File: src/rtl/cam_spw_pkg.sv
package cam_spw_pkg;
  typedef enum logic [2:0] {
    PH_IDLE   = 3'd0,
    PH_CLEAR  = 3'd1,
    PH_CHARGE = 3'd2,
    PH_EVAL   = 3'd3,
    PH_DONE   = 3'd4
  } phase_t;
endpackage

File: src/rtl/cam_spw_store.sv
module cam_spw_store #(
  parameter int WIDTH = 16
) (
  input  logic             clk,
  input  logic             rst_n,
  input  logic             wr_en,
  input  logic [WIDTH-1:0] wr_data,
  input  logic             wr_valid,
  output logic [WIDTH-1:0] st_data,
  output logic             st_valid
);
  always_ff @(posedge clk or negedge rst_n) begin
    if (!rst_n) begin
      st_data  <= '0;
      st_valid <= 1'b0;
    end else if (wr_en) begin
      st_data  <= wr_data;
      st_valid <= wr_valid;
    end
  end
endmodule

File: src/rtl/cam_spw_seq.sv
module cam_spw_seq
  import cam_spw_pkg::*;
(
  input  logic   clk,
  input  logic   rst_n,
  input  logic   srch_req,
  input  logic   wr_en,
  output phase_t phase,
  output logic   take_key
);
  logic   pend;
  logic   start;
  phase_t nxt;

  assign take_key = (phase == PH_IDLE) && srch_req && !pend;
  assign start    = (phase == PH_IDLE) && (srch_req || pend) && !wr_en;

  always_comb begin
    nxt = phase;
    unique case (phase)
      PH_IDLE:   if (start) nxt = PH_CLEAR;
      PH_CLEAR:  nxt = PH_CHARGE;
      PH_CHARGE: nxt = PH_EVAL;
      PH_EVAL:   nxt = PH_DONE;
      PH_DONE:   nxt = PH_IDLE;
      default:   nxt = PH_IDLE;
    endcase
  end

  always_ff @(posedge clk or negedge rst_n) begin
    if (!rst_n) begin
      phase <= PH_IDLE;
      pend  <= 1'b0;
    end else begin
      phase <= nxt;
      if (phase == PH_IDLE && srch_req && wr_en) pend <= 1'b1;
      else if (start)                            pend <= 1'b0;
    end
  end
endmodule

File: src/rtl/cam_spw_line.sv
module cam_spw_line
  import cam_spw_pkg::*;
#(
  parameter int CNT_W = 8
) (
  input  logic             clk,
  input  logic             rst_n,
  input  phase_t           phase,
  input  logic             st_valid,
  input  logic             gate_hit,
  input  logic             rest_hit,
  output logic             ml,
  output logic             match,
  output logic             vld,
  output logic [CNT_W-1:0] cnt
);
  localparam logic [CNT_W-1:0] CNT_MAX = {CNT_W{1'b1}};

  logic discharge;
  assign discharge = (phase == PH_EVAL) && ml && !(rest_hit && st_valid);

  always_ff @(posedge clk or negedge rst_n) begin
    if (!rst_n) begin
      ml    <= 1'b0;
      match <= 1'b0;
      vld   <= 1'b0;
      cnt   <= '0;
    end else begin
      vld <= 1'b0;
      if (!st_valid) begin
        ml <= 1'b0;
      end else begin
        unique case (phase)
          PH_CLEAR:  ml <= 1'b0;
          PH_CHARGE: ml <= gate_hit;
          PH_EVAL:   ml <= ml && rest_hit;
          default:   ml <= ml;
        endcase
      end
      if (phase == PH_EVAL) begin
        match <= ml && rest_hit && st_valid;
        vld   <= 1'b1;
      end
      if (discharge && cnt != CNT_MAX) cnt <= cnt + 1'b1;
    end
  end
endmodule

File: src/rtl/cam_spw_word.sv
module cam_spw_word
  import cam_spw_pkg::*;
#(
  parameter int WIDTH     = 16,
  parameter int GATE_BITS = 4,
  parameter int CNT_W     = 8
) (
  input  logic             clk,
  input  logic             rst_n,
  input  logic             wr_en,
  input  logic [WIDTH-1:0] wr_data,
  input  logic             wr_valid,
  input  logic             srch_req,
  input  logic [WIDTH-1:0] srch_key,
  output logic             ml_o,
  output logic             match_o,
  output logic             match_vld_o,
  output logic [CNT_W-1:0] dis_cnt_o
);
  function automatic logic [WIDTH-1:0] low_mask(input int n);
    logic [WIDTH-1:0] m;
    for (int i = 0; i < WIDTH; i++) m[i] = (i < n);
    return m;
  endfunction

  function automatic logic agree(input logic [WIDTH-1:0] a, input logic [WIDTH-1:0] b,
                                 input logic [WIDTH-1:0] m);
    return ~|((a ^ b) & m);
  endfunction

  localparam logic [WIDTH-1:0] GATE_MASK = low_mask(GATE_BITS);
  localparam logic [WIDTH-1:0] REST_MASK = ~GATE_MASK;

  logic [WIDTH-1:0] st_data;
  logic             st_valid;
  logic [WIDTH-1:0] key_q;
  logic             take_key;
  phase_t           phase;
  logic             gate_hit;
  logic             rest_hit;

  cam_spw_store #(.WIDTH(WIDTH)) u_store (
    .clk(clk), .rst_n(rst_n), .wr_en(wr_en), .wr_data(wr_data),
    .wr_valid(wr_valid), .st_data(st_data), .st_valid(st_valid)
  );

  cam_spw_seq u_seq (
    .clk(clk), .rst_n(rst_n), .srch_req(srch_req), .wr_en(wr_en),
    .phase(phase), .take_key(take_key)
  );

  always_ff @(posedge clk or negedge rst_n) begin
    if (!rst_n)        key_q <= '0;
    else if (take_key) key_q <= srch_key;
  end

  assign gate_hit = agree(st_data, key_q, GATE_MASK);
  assign rest_hit = agree(st_data, key_q, REST_MASK);

  cam_spw_line #(.CNT_W(CNT_W)) u_line (
    .clk(clk), .rst_n(rst_n), .phase(phase), .st_valid(st_valid),
    .gate_hit(gate_hit), .rest_hit(rest_hit), .ml(ml_o), .match(match_o),
    .vld(match_vld_o), .cnt(dis_cnt_o)
  );
endmodule

File: config.mk
export PLATFORM = sky130hd
export DESIGN_NAME = cam_spw_word
export DESIGN_NICKNAME = d
export VERILOG_FILES = /design/src/rtl/cam_spw_pkg.sv /design/src/rtl/cam_spw_store.sv /design/src/rtl/cam_spw_seq.sv /design/src/rtl/cam_spw_line.sv /design/src/rtl/cam_spw_word.sv
export SDC_FILE = /design/constraint.sdc
export NUM_CORES = 1
export LEC_CHECK = 0
export BUFFER_PORTS_ARGS = -buffer_cell sky130_fd_sc_hd__buf_2
export CAP_MARGIN = 20
export CORE_MARGIN = 2
export CORE_UTILIZATION = 30
export CTS_CLUSTER_DIAMETER = 40
export DETAILED_ROUTE_END_ITERATION = 16
export GPL_TIMING_DRIVEN = 0
export RECOVER_POWER = 100
export SLEW_MARGIN = 20
export SYNTH_ARGS = -nofsm -noshare
export SYNTH_HDL_FRONTEND = slang
export SYNTH_SLANG_ARGS = --single-unit
File: constraint.sdc
create_clock -name clk -period 2.2 [get_ports clk]
set_input_delay 0.55 -clock clk [delete_from_list [all_inputs] [get_ports clk]]
set_output_delay 0.55 -clock clk [all_outputs]
set_load 0.03 [all_outputs]
==> results of run 1 <==
path summary, 6_finish.rpt:
| check | start | endpoint | slack [ns] | depth (start not counted) |
|---|---|---|---|---|
| max | u_store.st_data[5]$_DFFE_PN0P_ | u_line.cnt[1]$_DFFE_PN0P_ | 0.31 | 5 |
| min | rst_n | u_store.st_data[2]$_DFFE_PN0P_ | 0.47 | 1 |
| max reg2reg | u_store.st_data[5]$_DFFE_PN0P_ | u_line.cnt[1]$_DFFE_PN0P_ | 0.31 | 5 |
| min reg2reg | u_line.cnt[7]$_DFFE_PN0P_ | u_line.cnt[7]$_DFFE_PN0P_ | 0.49 | 1 |
| max in group asynchronous | rst_n | key_q[12]$_DFFE_PN0P_ | 0.45 | 2 |
| min in group clk | srch_key[2] | key_q[2]$_DFFE_PN0P_ | 0.48 | 2 |
worst register-to-register path, stage by stage, from the launching register on:
cell	delay [ns]
dfrtp_1	0.40
xnor2_1	0.20
nand4_1	0.17
nor4_4	0.53
nor2_1	0.15
mux2_1	0.33
final cells by class:
type | count | area, um2 | area share
Sequential cell | 48 | 1200 | 0.481
Buffer | 3 | 15.0 | 0.00601
Timing Repair Buffer | 47 | 220 | 0.0882
Tap cell | 80 | 100 | 0.0401
Clock inverter | 2 | 35.0 | 0.0140
Clock buffer | 6 | 72.6 | 0.0291
Multi-Input combinational cell | 99 | 846 | 0.339
Inverter | 2 | 7.51 | 0.00301
cells in the mapped netlist (2+ instances only):
cell / number
mux2_2: 33
nor3_1: 2
inv_1: 2
xnor2_1: 16
nand2_1: 6
nor4_1: 4
nor2_1: 6
xor2_1: 8
dfrtp_1: 48
nand4_1: 4
a21oi_1: 2
nand3_1: 6
nor2_2: 2
registers in the layout, summed over array words and instances, names as in the netlist, 3 cells and up:
register and cells:
key_q 16, u_store.st_data 16, u_seq.phase 3, u_line.cnt 8
through the flow:
stage	worst slack (ns)	area [um2]	hold WS, ns
2_1_floorplan	0.561	2080	0.254
5_1_grt	0.111	2500	0.467
3_5_place_dp	0.249	2430	0.480
3_3_place_gp	0.281	2410	0.479
4_1_cts	0.232	2540	0.238
6_report	0.306	2500	0.473
per-layer routing:
| layer | up-vias | GRT usage |
|---|---|---|
| li1 | 638 | - |
| met1 | 620 | 0.134 |
| met2 | 28 | 0.187 |
| met3 | 4 | 0.0351 |
| met4 | 0 | 0.0420 |
| met5 | - | 0 |
power breakdown:
part | leakage (nW) | internal (mW) | switching [mW]
sequential | 0.592 | 1.11 | 0.179
combinational | 0.478 | 0.378 | 0.273
clock | 0.0552 | 0.338 | 0.284
total | 1.13 | 1.83 | 0.736
logic make-up (layout without fill, tap and decap cells):
family	Yosys count	in the layout	share of synthesized area
AOI/OAI and AO/OA	5	5	0.0210
xor gates and xnor gates	24	24	0.101
adders and majority gates	1	1	0.00600
buffers and inverters	5	60	0.0114
DFF	48	48	0.576
muxes	34	34	0.185
and+or+nand+nor	35	35	0.0990
==> results.py, run 1 <==
metrics = {
    "clocking": {
        "cts_max_level": 2,
        "clk_latency_ns": 0.30,
        "clockBufferDepth": 2,
        "post_cts_buffers": 0,
        "cts_buffers": 5,
        "clock-root-buffer": "clkbuf_8",
        "clock_sinks": 48,
        "cts.clk_slew.worst_paths_ns": 0.09,
        "postCtsResizedCells": 0,
        "cts_hold_buffers": 0,
        "cts_tree": "yes",
    },
    "worst_setup_path": {
        "cp_cell_sequence": "xnor2_1, nand4_1, nor4_4, nor2_1, mux2_1",
        "critPathCaptureType": "flop",
        "crit_path_top_delay_cell": "nor4_4",
        "cp.buffers_inverters": 0,
        "path_max_fanout": 8,
        "critPathArrivalTime_ns": 2.08,
        "critPathLaunchType": "flop",
        "cp_top_family": "simple AND/OR/NAND/NOR gates",
        "cp.required_ns": 2.38,
        "crit_type": "flop to flop",
        "critPathMaxStageDelay_ns": 0.53,
    },
    "cells_and_area": {
        "fin_cells": 287,
        "drive_gt1_frac": 0.386,
        "final_common_cell": "dfrtp_1",
        "syn_to_final_growth_pct": 19.8,
        "nets": 244,
        "insertedDiodeCount": 0,
        "fill_cells": 692,
        "layout_common_cells": "dfrtp_1, buf_2, mux2_2",
        "final_util": 0.370,
    },
    "timing": {
        "worstMarginPinSlew_ns": 1.21,
        "relSlewSlack": 0.194,
        "period_minus_slack_ns": 1.89,
        "fmax_ghz": 0.528,
        "rsz0062_at_grt": "false",
        "setup_tns_ns": 0,
        "final-setup-viol-count": 0,
        "slew_violations": 0,
        "finalHoldViolations": 0,
        "timing.final.crit_share": 0.861,
        "clock_skew_ns": 0.00970,
    },
    "logic_synthesis": {
        "synth_cell_types": 26,
        "ys_async_sr_fraction": 1.00,
        "synth_area_um2": 2080,
        "yosysWarnings": 0,
        "synth_top_area_cell": "dfrtp_1",
        "yosysSeqAreaShare": 0.576,
        "syn_inst": 152,
        "syn_area_per_cell_um2": 13.7,
        "synth_top_area_share": 0.576,
        "synth.ff_latch_count": 48,
        "synth_edf_count": 0,
        "ys.flop_type": "dfrtp_1",
        "syn_nets": 190,
        "synth_area_leaders": "dfrtp_1, mux2_2, xnor2_1, xor2_1, nand3_1",
    },
    "pwr": {
        "finalPower_mw": 2.56,
        "p_per_area_nw_per_um2": 1030,
        "ir_drop_mv": 0.430,
        "power_leakage_nw": 1.13,
    },
    "placement": {
        "gp_congestion": 0.698,
        "port_buffers": 46,
        "dpl.hpwl_mm": 2.83,
        "placed_cells": 279,
    },
    "route": {
        "num_vias": 1290,
        "antenna_left": 0,
        "dr.pass1.iters": 4,
        "routed-wl-met3_um": 209,
        "wl_met1_mm": 1.63,
        "wire_per_inst_um": 13.3,
        "drt_iter0_markers": 56,
        "vias_per_cell": 4.49,
        "routed_wl_mm": 3.81,
        "drc": 0,
        "top_layer": "met4",
        "routed-wl-met2_mm": 1.92,
    },
    "status": {
        "status": "finished clean",
    },
    "grt": {
        "grt_pass1_wl_mm": 6.40,
        "antenna_found_initial": 0,
        "grt_start_max_net_pins": 27,
        "grtUsageTotal": 0.112,
        "grt-ovfl-total": 0,
        "grt_pass1_vias": 1348,
    },
    "floorplanning": {
        "fp.dieH_um": 87.4,
        "row_count": 30,
        "dieArea_um2": 7630,
        "ioPinCount": 48,
        "die_x_um": 87.4,
        "core_area_um2": 6760,
        "initial_core_util": 0.309,
    },
    "run": {
        "cap_violations": 0,
    },
    "min_path": {
        "hold_class": "input port to async pin",
    },
}
Power figures use the tool's default switching activity.
==> run 2, diff against run 1 <==
--- a/config.mk
+++ b/config.mk
@@ -5,12 +5,11 @@
 export SDC_FILE = /design/constraint.sdc
 export NUM_CORES = 1
 export LEC_CHECK = 0
-export BUFFER_PORTS_ARGS = -buffer_cell sky130_fd_sc_hd__buf_2
 export CAP_MARGIN = 20
-export CORE_MARGIN = 2
 export CORE_UTILIZATION = 30
 export CTS_CLUSTER_DIAMETER = 40
 export DETAILED_ROUTE_END_ITERATION = 16
+export DONT_BUFFER_PORTS = 1
 export GPL_TIMING_DRIVEN = 0
 export RECOVER_POWER = 100
 export SLEW_MARGIN = 20
==> results.py, run 2 (synthesized netlist as in run 1, its figures left out) <==
metrics = {
    "floorplanning": {
        "ioPinCount": 48,
        "fp.dieH_um": 85.4,
        "die_x_um": 85.4,
        "core_area_um2": 6760,
        "initial_core_util": 0.309,
        "row_count": 30,
        "dieArea_um2": 7290,
    },
    "clocking": {
        "clk_latency_ns": 0.30,
        "clockBufferDepth": 2,
        "cts_buffers": 5,
        "clock-root-buffer": "clkbuf_8",
        "post_cts_buffers": 0,
        "cts_hold_buffers": 1,
        "clock_sinks": 48,
        "cts.clk_slew.worst_paths_ns": 0.09,
        "cts_max_level": 2,
        "cts_tree": "yes",
        "postCtsResizedCells": 0,
    },
    "pwr": {
        "p_comb_frac": 0.241,
        "seqPwrFrac": 0.537,
        "power_leakage_nw": 0.967,
        "finalPower_mw": 2.45,
        "p_per_area_nw_per_um2": 1090,
        "switching_share": 0.299,
        "power.switching_mw": 0.735,
        "clockPowerShare": 0.222,
        "intPower_mw": 1.72,
        "ir_drop_mv": 0.533,
    },
    "timing": {
        "finalHoldViolations": 0,
        "timing.final.crit_share": 0.898,
        "period_minus_slack_ns": 1.98,
        "slew_violations": 0,
        "setup_tns_ns": 0,
        "fmax_ghz": 0.506,
        "rsz0062_at_grt": "false",
        "relSlewSlack": 0.200,
        "clock_skew_ns": 0.00283,
        "worstMarginPinSlew_ns": 1.20,
        "final-setup-viol-count": 0,
    },
    "route": {
        "num_vias": 1153,
        "drc": 0,
        "vias_per_cell": 4.78,
        "routed_wl_mm": 3.77,
        "antenna_left": 0,
        "wire_per_inst_um": 15.7,
        "dr.pass1.iters": 4,
        "drt_iter0_markers": 36,
    },
    "placement": {
        "gp_congestion": 0.644,
        "dpl.hpwl_mm": 2.66,
        "port_buffers": 0,
    },
    "run": {
        "cap_violations": 0,
    },
    "cells_and_area": {
        "syn_to_final_growth_pct": 8.40,
        "layout_common_cells": "dfrtp_1, mux2_2, xnor2_1",
        "reg_top3": "key_q (16), u_store.st_data (16), u_line.cnt (8)",
        "drive_gt1_frac": 0.273,
        "final_common_cell": "dfrtp_1",
        "insertedDiodeCount": 0,
        "nets": 198,
    },
    "grt": {
        "grtUsageTotal": 0.118,
        "antenna_found_initial": 0,
        "grt-ovfl-total": 0,
        "grt_start_max_net_pins": 49,
        "grt_pass1_wl_mm": 6.42,
        "grt_pass1_vias": 1264,
    },
    "worst_setup_path": {
        "cp.required_ns": 2.39,
        "path_max_fanout": 10,
        "critPathCaptureType": "flop",
        "critPathLaunchType": "flop",
        "crit_type": "flop to flop",
        "critPathArrivalTime_ns": 2.16,
    },
    "min_path": {
        "hold_class": "input port to flop",
    },
    "status": {
        "status": "finished clean",
    },
}
run 2: changes by cell type in the layout (fill, tap and decap cells not counted):
cell and delta:
clkbuf_8 +1, nor3_1 +1, nor3_2 -1, clkbuf_1 -11, buf_2 -34, clkinv_2 -1, bufinv_16 -1
run 2: path summary, 6_finish.rpt:
check	start	to	slack [ns]	depth (start not counted)
worst max-delay path	u_seq.phase[0]$_DFFE_PN0P_	key_q[4]$_DFFE_PN0P_	0.22	5
worst min-delay path	srch_key[11]	key_q[11]$_DFFE_PN0P_	0.40	1
worst max register to register	u_seq.phase[0]$_DFFE_PN0P_	key_q[4]$_DFFE_PN0P_	0.22	5
worst min register to register	key_q[12]$_DFFE_PN0P_	key_q[12]$_DFFE_PN0P_	0.53	1
max in group asynchronous	rst_n	key_q[6]$_DFFE_PN0P_	0.99	1
min in group asynchronous	rst_n	u_line.match$_DFFE_PN0N_	0.48	1
run 2: final cells by class:
class | count | area (um2)
inverter | 2 | 7.51
timing repair buffer | 1 | 5.00
clock buffer | 8 | 90.1
fill | 675 | 4500
buffer | 3 | 15.0
tap | 80 | 100
sequential | 48 | 1200
multi-input combinational | 99 | 841
run 2: routing by layer:
layer	wire length, um	global-route usage	vias up	share of wire
met5	0	0	-	0
li1	-	-	548	-
met1	1580	0.139	562	0.42
met3	274	0.0477	8	0.073
met2	1850	0.190	35	0.49
met4	66	0.0500	0	0.017
run 2: critical path: stages (launching register included):
cell	delay, ns
dfrtp_1	0.46
nor3_1	0.34
nand2_1	0.11
nor2_2	0.32
buf_4	0.28
mux2_2	0.36
run 2: through the flow:
| stage | utilization | instance area, um2 | cells | worst slack, ns | hold WS [ns] |
|---|---|---|---|---|---|
| after global placement | 0.323 | 2180 | 232 | 0.294 | 0.256 |
| final | 0.334 | 2260 | 241 | 0.224 | 0.397 |
| after CTS | 0.341 | 2300 | 241 | 0.274 | 0.0977 |
| after global routing | 0.334 | 2260 | 241 | 0.136 | 0.373 |
| after detailed placement | 0.323 | 2180 | 232 | 0.291 | 0.256 |
| after floorplan | - | 2080 | 152 | 0.561 | 0.254 |
run 2: power by group through the flow:
stage               Sequential [mW]  Clock, mW  Combinational [mW]
floorplan                      1.30          0               0.514
global placement               1.34          0               0.586
detailed placement             1.35          0               0.598
CTS                            1.33      0.568               0.625
global route                   1.35      0.611               0.659
finish                         1.32      0.545               0.592
==> run 3, diff against run 2 <==
--- a/config.mk
+++ b/config.mk
@@ -6,7 +6,7 @@
 export NUM_CORES = 1
 export LEC_CHECK = 0
 export CAP_MARGIN = 20
-export CORE_UTILIZATION = 30
+export CORE_UTILIZATION = 35
 export CTS_CLUSTER_DIAMETER = 40
 export DETAILED_ROUTE_END_ITERATION = 16
 export DONT_BUFFER_PORTS = 1
==> constraint.sdc (replaced) <==
create_clock -name clk -period 1.65 [get_ports clk]
set_input_delay 0.4125 -clock clk [delete_from_list [all_inputs] [get_ports clk]]
set_output_delay 0.4125 -clock clk [all_outputs]
set_load 0.03 [all_outputs]
==> results.py, run 3 (synthesized netlist as in run 1, its figures left out) <==
metrics = {
    "floorplanning": {
        "fp.dieH_um": 79.2,
        "dieArea_um2": 6270,
        "core_area_um2": 5610,
        "row_count": 27,
        "ioPinCount": 48,
        "initial_core_util": 0.372,
        "die_x_um": 79.2,
    },
    "grt": {
        "grt_pass1_wl_mm": 6.47,
        "grt-ovfl-total": 0,
        "grtUsageTotal": 0.137,
        "grt_start_max_net_pins": 49,
        "antenna_found_initial": 0,
        "grt_pass1_vias": 1349,
    },
    "clocking": {
        "clock-root-buffer": "clkbuf_8",
        "clk_latency_ns": 0.29,
        "cts.clk_slew.worst_paths_ns": 0.09,
        "clockBufferDepth": 2,
        "cts_tree": "yes",
        "cts_max_level": 2,
        "clock_sinks": 48,
        "cts_buffers": 5,
    },
    "placement": {
        "port_buffers": 0,
        "dpl.hpwl_mm": 2.76,
        "dpl-instance-area_um2": 2170,
        "place_ws_ns": -0.250,
        "gp_congestion": 0.734,
        "placed_cells": 224,
    },
    "worst_setup_path": {
        "cp_top_family": "simple AND/OR/NAND/NOR gates",
        "critPathArrivalTime_ns": 1.83,
        "crit_path_top_delay_cell": "dfrtp_1",
        "cp.required_ns": 1.83,
        "critPathMaxStageDelay_ns": 0.40,
        "cp.buffers_inverters": 1,
        "timing.rr.end": "u_line.cnt[1]$_DFFE_PN0P_",
        "crit_type": "flop to flop",
        "critPathLaunchType": "flop",
        "path_max_fanout": 5,
        "cp_cell_sequence": "xnor2_1, nand3_1, nor4_4, buf_6, nor2_4, mux2_4",
        "reg2reg_setup_slack_ns": 0.0007,
        "timing.rr.start": "u_store.st_data[8]$_DFFE_PN0P_",
        "reg2reg_depth": 6,
        "critPathCaptureType": "flop",
    },
    "timing": {
        "slew_violations": 0,
        "finalHoldViolations": 0,
        "setup_tns_ns": 0,
        "period_minus_slack_ns": 1.65,
        "worstMarginPinSlew_ns": 0.642,
        "rsz0062_at_grt": "true",
        "clock_skew_ns": 0.00991,
        "holdWs_ns": 0.263,
        "final-setup-viol-count": 0,
        "setup_ws_ns": 0.000719,
        "relSlewSlack": 0.572,
        "fmax_ghz": 0.606,
        "timing.final.crit_share": 1.00,
    },
    "cells_and_area": {
        "final_common_cell": "dfrtp_1",
        "multi_input_area_um2": 902,
        "fill_cells": 558,
        "insertedDiodeCount": 0,
        "syn_to_final_growth_pct": 16.0,
        "finish.instance_area_um2": 2420,
        "fin_cells": 238,
        "final_util": 0.431,
        "reg_top3": "key_q (16), u_store.st_data (16), u_line.cnt (8)",
        "seq_area_um2": 1210,
        "layout_common_cells": "dfrtp_1, mux2_2, xnor2_1",
        "drive_gt1_frac": 0.380,
        "nets": 203,
    },
    "min_path": {
        "min-delay-start": "srch_key[1]",
        "hold_class": "input port to flop",
        "hold-path-endpoint": "key_q[1]$_DFFE_PN0P_",
        "min_path_cells": 1,
    },
    "pwr": {
        "clockPowerShare": 0.255,
        "finalPower_mw": 3.54,
        "switching_share": 0.283,
        "intPower_mw": 2.54,
        "seqPwrFrac": 0.506,
        "p_per_area_nw_per_um2": 1460,
        "power.switching_mw": 1.00,
        "power_leakage_nw": 1.01,
        "ir_drop_mv": 0.670,
        "p_comb_frac": 0.239,
    },
    "route": {
        "routed_wl_mm": 3.77,
        "vias_per_cell": 5.03,
        "drt_iter0_markers": 55,
        "num_vias": 1197,
        "wire_per_inst_um": 15.9,
        "antenna_left": 0,
        "dr.pass1.iters": 4,
        "drc": 0,
    },
    "status": {
        "status": "finished clean",
    },
    "run": {
        "cap_violations": 0,
    },
}
==> run 3: cell type report <==
type / count / area share
clock inverter: 1 / 0.0124
clock buffer: 7 / 0.0399
inverter: 2 / 0.00311
multi-input combinational: 99 / 0.373
buffer: 3 / 0.00828
tap: 72 / 0.0373
timing repair buffer: 6 / 0.0264
sequential: 48 / 0.499
==> run 3: worst max path at each step <==
stage / startpoint / to / depth (start not counted)
finish: u_store.st_data[8]$_DFFE_PN0P_ / u_line.cnt[1]$_DFFE_PN0P_ / 6
floorplan: u_line.cnt[0]$_DFFE_PN0P_ / u_line.cnt[1]$_DFFE_PN0P_ / 5
global placement: u_seq.phase[0]$_DFFE_PN0P_ / key_q[7]$_DFFE_PN0P_ / 5
CTS: u_seq.phase[1]$_DFFE_PN0P_ / key_q[6]$_DFFE_PN0P_ / 5
detailed placement: u_seq.phase[0]$_DFFE_PN0P_ / key_q[6]$_DFFE_PN0P_ / 5
global route: u_store.st_data[5]$_DFFE_PN0P_ / u_line.cnt[6]$_DFFE_PN0P_ / 7
==> run 3: routing by layer <==
| layer | track usage | up-vias | wire, um |
|---|---|---|---|
| met2 | 0.240 | 36 | 2000 |
| met1 | 0.153 | 603 | 1510 |
| met5 | 0 | - | 0 |
| met4 | 0.0327 | 0 | 8 |
| li1 | - | 556 | - |
| met3 | 0.0598 | 2 | 252 |
==> run 3: worst register-to-register path: cells and delay by family, from the launching register on <==
family        cells  cell delay [ns]
simple gates      3             0.50
buf+inv           1             0.17
xor+xnor          1             0.18
mux               1             0.30
flops             1             0.40
==> run 3: power by group through the flow <==
stage	clock, mW	combinational, mW	sequential [mW]
after floorplan	0	0.685	1.74
after detailed placement	0	0.788	1.80
final	0.901	0.845	1.79
after global routing	0.983	0.954	1.84
after global placement	0	0.765	1.78
after CTS	0.928	0.848	1.78
==> run 3: repair_timing <==
action,in CTS,in global routing
resized for setup,10,6
hold endpoints to repair,48,0
buffers inserted,4,0
setup endpoints to repair,25,19
pin swaps,8,5
hold buffers,2,0
